**src/rtl/mfs_pkg.sv**
```systemverilog
package mfs_pkg;
  // Bit positions inside the diagnostic word; the register interface decodes these.
  localparam int DIAG_W    = 16;
  localparam int POS_VDD   = 0;
  localparam int POS_VREG  = 1;
  localparam int POS_BOOT  = 4;
  localparam int POS_SGND  = 7;
  localparam int POS_SSUP  = 8;
  localparam int POS_SLOAD = 9;
  localparam int POS_OT    = 10;
  localparam int POS_TW    = 11;
  localparam int POS_ANY   = 15;
endpackage

```
**src/rtl/mfs_sync.sv**
```systemverilog
module mfs_sync #(
  parameter int W      = 16,
  parameter int STAGES = 2
) (
  input  logic         clk,
  input  logic         rst,
  input  logic [W-1:0] d,
  output logic [W-1:0] q
);
  logic [W-1:0] stage_q [STAGES];

  always_ff @(posedge clk) begin
    if (rst) stage_q[0] <= '0;
    else     stage_q[0] <= d;
  end

  for (genvar s = 1; s < STAGES; s++) begin : g_stage
    always_ff @(posedge clk) begin
      if (rst) stage_q[s] <= '0;
      else     stage_q[s] <= stage_q[s-1];
    end
  end

  assign q = stage_q[STAGES-1];
endmodule

```
**src/rtl/mfs_response.sv**
```systemverilog
module mfs_response
  import mfs_pkg::*;
#(
  parameter int STAT_W     = DIAG_W,
  parameter int NUM_PHASES = 3
) (
  input  logic              clk,
  input  logic              rst,
  input  logic [STAT_W-1:0] eff,
  input  logic              esf,
  input  logic              clr,
  output logic              fault_n,
  output logic              drv_off
);
  logic uv_hit, boot_hit, short_hit, ot_hit, live_hit;
  logic set_latch, latch_q, latch_keep, disable_now;

  always_comb begin
    uv_hit    = eff[POS_VDD] | eff[POS_VREG];
    boot_hit  = |eff[POS_BOOT +: NUM_PHASES];
    short_hit = eff[POS_SGND] | eff[POS_SSUP] | eff[POS_SLOAD];
    ot_hit    = eff[POS_OT];
    live_hit  = |eff;
    // Shutdowns that must persist after the condition is gone.
    set_latch = boot_hit | (esf & short_hit);
    // A clear on this edge releases the stored shutdown at once.
    latch_keep  = latch_q & ~clr;
    disable_now = uv_hit | set_latch | (esf & ot_hit) | latch_keep;
  end

  always_ff @(posedge clk) begin
    if (rst) begin
      latch_q <= 1'b0;
      fault_n <= 1'b1;
      drv_off <= 1'b0;
    end else begin
      latch_q <= clr ? 1'b0 : (latch_q | set_latch);
      fault_n <= ~live_hit;
      drv_off <= disable_now;
    end
  end
endmodule

```
**src/rtl/mfs_sticky.sv**
```systemverilog
module mfs_sticky
  import mfs_pkg::*;
#(
  parameter int STAT_W = DIAG_W
) (
  input  logic              clk,
  input  logic              rst,
  input  logic [STAT_W-1:0] eff,
  input  logic              clr,
  output logic [STAT_W-1:0] word
);
  for (genvar i = 0; i < STAT_W; i++) begin : g_bit
    if (i == POS_ANY) begin : g_common
      always_ff @(posedge clk) begin
        if (rst || clr) word[i] <= 1'b0;
        else            word[i] <= word[i] | (|eff);
      end
    end else begin : g_plain
      always_ff @(posedge clk) begin
        if (rst || clr) word[i] <= 1'b0;
        else            word[i] <= word[i] | eff[i];
      end
    end
  end
endmodule

```
**src/rtl/mdrv_fault_supervisor.sv**
```systemverilog
module mdrv_fault_supervisor
  import mfs_pkg::*;
#(
  parameter int STAT_W      = DIAG_W,
  parameter int NUM_PHASES  = 3,
  parameter int SYNC_STAGES = 2
) (
  input  logic                  clk,
  input  logic                  rst,
  input  logic                  ext_rst_n,
  input  logic                  rd_done,
  input  logic                  stop_on_fault,
  input  logic [STAT_W-1:0]     diag_mask,
  input  logic                  vdd_uv,
  input  logic                  vreg_uv,
  input  logic [NUM_PHASES-1:0] boot_uv,
  input  logic                  temp_warn,
  input  logic                  over_temp,
  input  logic                  short_gnd,
  input  logic                  short_sup,
  input  logic                  short_load,
  output logic                  fault_n,
  output logic                  drv_off,
  output logic [STAT_W-1:0]     diag_word
);
  // Supply faults and the common flag ignore the mask.
  localparam logic [STAT_W-1:0] LOCKED =
    STAT_W'((1 << POS_VDD) | (1 << POS_VREG) | (1 << POS_ANY));

  logic [STAT_W-1:0] cond_vec, sync_vec, eff_vec;
  logic              clr;

  always_comb begin
    cond_vec                           = '0;
    cond_vec[POS_VDD]                  = vdd_uv;
    cond_vec[POS_VREG]                 = vreg_uv;
    cond_vec[POS_BOOT +: NUM_PHASES]   = boot_uv;
    cond_vec[POS_SGND]                 = short_gnd;
    cond_vec[POS_SSUP]                 = short_sup;
    cond_vec[POS_SLOAD]                = short_load;
    cond_vec[POS_OT]                   = over_temp;
    cond_vec[POS_TW]                   = temp_warn;
  end

  mfs_sync #(.W(STAT_W), .STAGES(SYNC_STAGES)) u_sync (
    .clk (clk),
    .rst (rst),
    .d   (cond_vec),
    .q   (sync_vec)
  );

  assign eff_vec = sync_vec & ~(diag_mask & ~LOCKED);
  assign clr     = rd_done | ~ext_rst_n;

  mfs_response #(.STAT_W(STAT_W), .NUM_PHASES(NUM_PHASES)) u_resp (
    .clk     (clk),
    .rst     (rst),
    .eff     (eff_vec),
    .esf     (stop_on_fault),
    .clr     (clr),
    .fault_n (fault_n),
    .drv_off (drv_off)
  );

  mfs_sticky #(.STAT_W(STAT_W)) u_sticky (
    .clk  (clk),
    .rst  (rst),
    .eff  (eff_vec),
    .clr  (clr),
    .word (diag_word)
  );
endmodule

```
**config.mk**
```make
export PLATFORM = sky130hd
export DESIGN_NAME = mdrv_fault_supervisor
export DESIGN_NICKNAME = d
export VERILOG_FILES = /design/src/rtl/mfs_pkg.sv /design/src/rtl/mfs_sync.sv /design/src/rtl/mfs_response.sv /design/src/rtl/mfs_sticky.sv /design/src/rtl/mdrv_fault_supervisor.sv
export SDC_FILE = /design/constraint.sdc
export NUM_CORES = 1
export LEC_CHECK = 0
export BUFFER_PORTS_ARGS = -buffer_cell sky130_fd_sc_hd__buf_4
export CORE_UTILIZATION = 46
export DETAILED_ROUTE_END_ITERATION = 6
export MAX_ROUTING_LAYER = met4
export PLACE_DENSITY = 0.78
export SLEW_MARGIN = 40
export SYNTH_ARGS = -nofsm -noshare
export SYNTH_HDL_FRONTEND = slang
export SYNTH_SLANG_ARGS = --single-unit
```
**constraint.sdc**
```tcl
create_clock -name clk -period 1.8 [get_ports clk]
set_input_delay 0.36 -clock clk [delete_from_list [all_inputs] [get_ports clk]]
set_output_delay 0.36 -clock clk [all_outputs]
set_load 0.05 [all_outputs]
```
==> results of run 1 <==
synthesized netlist by cell type:
cell type / count / area share
conb_1: 1 / 0.0034
a31o_1: 1 / 0.0079
nor4b_4: 1 / 0.022
o31ai_1: 1 / 0.0068
nand3b_1: 1 / 0.0068
a21oi_1: 1 / 0.0045
buf_2: 1 / 0.0045
clkbuf_1: 2 / 0.0068
inv_1: 1 / 0.0034
nor4_1: 1 / 0.0057
dfxtp_1: 34 / 0.62
buf_4: 5 / 0.034
nor2b_4: 2 / 0.025
a32oi_1: 1 / 0.0079
and2b_1: 2 / 0.014
nor3_1: 2 / 0.0091
nor2b_1: 24 / 0.14
nor2_1: 22 / 0.075
a31oi_1: 2 / 0.011
per-stage QoR:
stage,cell area [sq um],cells,utilization
after floorplan,1120,109,-
after global placement,1370,164,0.612
after detailed placement,1370,164,0.612
after CTS,1430,172,0.639
after global routing,1430,172,0.639
final,1430,172,0.639
per-layer routing:
layer | up-vias | global-route usage | part of all wire
li1 | 397 | - | -
met1 | 349 | 0.147 | 0.40
met2 | 31 | 0.237 | 0.49
met3 | 2 | 0.0893 | 0.083
met4 | 0 | 0.116 | 0.017
met5 | - | - | 0
cell type report:
class                   count  area, sq um
fillers                   183          807
flip-flops and latches     34          681
multi-input cells          66          384
repair buffers             35          263
clock buffers               7         55.1
well taps                  28         35.0
clock inverters             1         5.00
inverters                   1         3.75
sequential cells by signal, summed over array words and instances (netlist names):
register,cells
u_sync.stage_q,20
u_sticky.word,11
u_resp.drv_off,1
u_resp.fault_n,1
u_resp.latch_q,1
worst paths after layout:
check	startpoint	slack, ps	end	depth (start not counted)
worst max-delay path	u_sticky.word[1]	560	diag_word[1]	1
worst min-delay path	boot_uv[1]	240	u_sync.stage_q[0][5]	2
worst max register to register	u_sync.stage_q[1][9]	760	u_resp.drv_off	3
worst min register to register	u_sync.stage_q[0][0]	450	u_sync.stage_q[1][0]	1
power by group:
part	switching, uW	total, uW	leakage [uW]	internal (uW)
Sequential	7.48	787	0.000279	780
Clock	230	419	0.0000353	189
Combinational	85.1	151	0.000318	66.3
Total	323	1360	0.000632	1040
logic make-up (layout without fill, tap and decap cells):
family                 Yosys count  count (layout)  share of synthesized area
AND/OR/NAND/NOR                 55              55                      0.293
flip-flops                      34              34                      0.617
other                            1               5                    0.00340
buffers and inverters            9              44                     0.0488
AO/OA/AOI/OAI                    6               6                     0.0385
==> metrics.csv, run 1 <==
stage,metric,value,unit
route,Via density,4.53,
clock_tree,Post-CTS Resized,0,
setup_path,slowest stage cell on the critical path,dfxtp_1,
die,I/O pins,49,
route,post-route ant nets,0,
finish,share of layout cells above drive strength 1,0.313,
clock_tree,CTS tree,done,
synth,synthesized instance count,105,
sta,post-route minimum period,1240,ps
setup_path,Required @ worst endpoint,1440,ps
synth,register area share after synthesis,0.617,
route,Routed WL,1710,um
outcome,status,completed,
synth,cell area after synthesis,0.00110,sq mm
route,wire per inst,9.92,um
setup_path,CP Launch Type,flip-flop,
global_route,largest net degree at the start of global routing,24,
synth,Seq cells post-synth,34,
clock_tree,worst-skew pair later-pin latency,320,ps
placement,post-DP HPWL,1290,um
power,maximum vdd drop,0.670,mV
sta,total negative slack,0,ps
clock_tree,root buf cell,clkbuf_4,
clock_tree,Clock Sinks,34,
power,PwrDens,952,mW/mm^2
sta,Final Slew Violations,0,
route,drt initial violations,19,
global_route,Overall Global Routing Usage,0.157,
setup_path,family with the most delay on the worst path,flip-flops,
sta,hold slack,240,ps
placement,gpl congestion,0.711,
sta,RSZ-0062 raised after global routing,no,
placement,pre-CTS setup slack,500,ps
route,DR vias,779,
route,DR pass1 iterations,4,
clock_tree,CTS H-Tree Depth,2,
die,std cell rows,17,
power,Design Power,1360,uW
setup_path,Worst path max stage delay,360,ps
clock_tree,Post-CTS Setup Inserts,0,
synth,Yosys cell types,19,
placement,port bufs,35,
setup_path,Crit. End Element,output port,
global_route,GRT Residual Overflow,0,
clock_tree,Clock Path Buffers,2,
finish,area delta synth->final,29.3,%
clock_tree,"Clk pin slew, worst setup/hold paths",90,ps
finish,most frequent cells in the layout,"buf_4 (35), dfxtp_1 (34), nor2b_1 (24), nor2_1 (22)",
die,Die ar.,0.00260,sq mm
global_route,vias in the first global route,660,
clock_tree,CTS Buf Count,5,
setup_path,Buf/Inv on CP,1,
setup_path,CP Data Arrival Time,880,ps
setup_path,CP Max Fanout,2,
global_route,first-pass GRT wire length,2700,um
route,Post-route DRC,0,
global_route,initial antenna violation count,0,
hold_path,Worst Hold Class,input port to flip-flop,
setup_path,crit-path cells,buf_4,
finish,"most common cell after layout, fill and taps aside",buf_4,
sta,final worst slack,559,ps
synth,Yosys Warn Count,0,
die,core area,0.00223,sq mm
synth,synthesized area per cell,10.5,sq um
finish,NumNets Final,174,
sta,final setup violation count,0,
clock_tree,"Hold-fix buffers, CTS",0,
run,number of max-cap violations,0,
sta,Final Hold Viols,0,
die,Initial Utilization,0.494,
setup_path,crit path kind,flip-flop to output port,
sta,f_max,0.806,GHz
finish,Antenna Cells,0,
die,die width,51.0,um
sta,share of the clock period used by the worst path after layout,0.689,
power,Static Leak,0.000632,uW
sta,Final Skew,4.74,ps
die,die height,51.0,um
Power figures use the tool's default switching activity.
==> run 2: changes to the inputs <==
CORE_UTILIZATION = 40   (was 46)
PLACE_DENSITY = 0.72   (was 0.78)
clock period = 1.05 ns   (was 1.8 ns; I/O delays follow)
==> metrics.csv, run 2 (synthesized netlist as in run 1, its figures left out) <==
stage,metric,value,unit
outcome,status,completed,
route,wire per inst,10.8,um
route,DR pass1 iterations,4,
route,post-route ant nets,0,
placement,post-DP HPWL,1480,um
global_route,largest net degree at the start of global routing,21,
die,I/O pins,49,
setup_path,crit path kind,flip-flop to output port,
clock_tree,CTS tree,done,
clock_tree,Clock Path Buffers,2,
sta,f_max,0.956,GHz
finish,NumNets Final,178,
run,number of max-cap violations,0,
sta,Final Hold Viols,0,
sta,share of the clock period used by the worst path after layout,0.997,
setup_path,Crit. End Element,output port,
setup_path,family with the most delay on the worst path,flip-flops,
finish,share of layout cells above drive strength 1,0.411,
route,Via density,4.63,
setup_path,Worst path max stage delay,360,ps
clock_tree,worst-skew pair later-pin latency,320,ps
global_route,initial antenna violation count,0,
sta,Final Skew,8.92,ps
sta,post-route minimum period,1050,ps
placement,port bufs,35,
sta,hold slack,73.9,ps
sta,final setup violation count,0,
die,Die ar.,0.00297,sq mm
setup_path,Buf/Inv on CP,1,
die,die width,54.5,um
placement,Area after DPL,0.00140,sq mm
setup_path,slowest stage cell on the critical path,dfxtp_2,
placement,gpl congestion,0.816,
finish,most frequent cells in the layout,"buf_4 (26), nor2b_1 (23), dfxtp_1 (23), nor2_1 (22), dfxtp_2 (11)",
finish,"most common cell after layout, fill and taps aside",buf_4,
sta,RSZ-0062 raised after global routing,yes,
finish,Biggest register,u_sync.stage_q,
setup_path,crit-path cells,buf_8,
clock_tree,root buf cell,clkbuf_4,
die,core area,0.00254,sq mm
finish,area delta synth->final,40.8,%
die,std cell rows,18,
clock_tree,CTS H-Tree Depth,2,
finish,design area,0.00155,sq mm
die,die height,54.5,um
global_route,Overall Global Routing Usage,0.157,
clock_tree,CTS Buf Count,5,
sta,Final Slew Violations,0,
finish,Util after Layout,0.611,
route,drt initial violations,11,
power,Design Power,2310,uW
clock_tree,"Clk pin slew, worst setup/hold paths",90,ps
finish,max reg flops,20,
finish,Antenna Cells,0,
hold_path,Worst Hold Class,input port to flip-flop,
route,DR vias,815,
setup_path,Required @ worst endpoint,840,ps
route,Post-route DRC,0,
global_route,GRT Residual Overflow,0,
setup_path,CP Data Arrival Time,840,ps
die,Initial Utilization,0.434,
global_route,first-pass GRT wire length,3020,um
route,Routed WL,1900,um
setup_path,CP Max Fanout,2,
power,Static Leak,0.000672,uW
clock_tree,"Hold-fix buffers, CTS",0,
power,maximum vdd drop,1.12,mV
power,PwrDens,1490,mW/mm^2
clock_tree,Clock Sinks,34,
global_route,vias in the first global route,732,
setup_path,CP Launch Type,flip-flop,
finish,Largest regs,"u_sync.stage_q: 20 flops, u_sticky.word: 11 flops",
## run 2: stage by stage
| stage | TNS, ps | worst slack (ps) | std cells |
|---|---|---|---|
| after floorplan | 0 | 99.3 | 109 |
| after global placement | 0 | 26.2 | 170 |
| after detailed placement | -19.8 | -12.8 | 170 |
| after CTS | -7.33 | -4.19 | 175 |
| after global routing | -191 | -35.1 | 176 |
| final | 0 | 3.44 | 176 |
## run 2: final cells by class
class	instances	area [sq um]
multi-input cells	66	392
inverters	1	3.75
repair buffers	39	375
flip-flops and latches	34	694
clock buffers	6	51.3
well taps	30	37.5
fillers	212	991
## run 2: path summary, 6_finish.rpt
| path | from | to | slack, ps | cells after the start |
|---|---|---|---|---|
| worst max-delay path | u_sticky.word[1] | diag_word[1] | 3 | 1 |
| worst min-delay path | rst | u_resp.drv_off | 70 | 2 |
| worst max register to register | u_sync.stage_q[1][4] | u_sticky.word[15] | 20 | 3 |
| worst min register to register | u_sync.stage_q[0][5] | u_sync.stage_q[1][5] | 440 | 1 |
## run 2: timing repair
| item | CTS | global route |
|---|---|---|
| pin swaps | 2 | 1 |
| hold endpoints to repair | 0 | 0 |
| endpoints found under the setup margin | 14 | 14 |
| setup buffers | 0 | 1 |
| resized for setup | 26 | 9 |
## run 2: power breakdown
group,internal [uW],switching [uW]
registers,1340,15.7
clock network,301,374
logic,131,148
## run 2: layer usage
metal	up-vias	routed length [um]	GRT usage
met4	0	33	0.0940
met2	39	991	0.254
met3	6	139	0.0778
met5	-	0	-
li1	404	-	-
met1	366	732	0.149
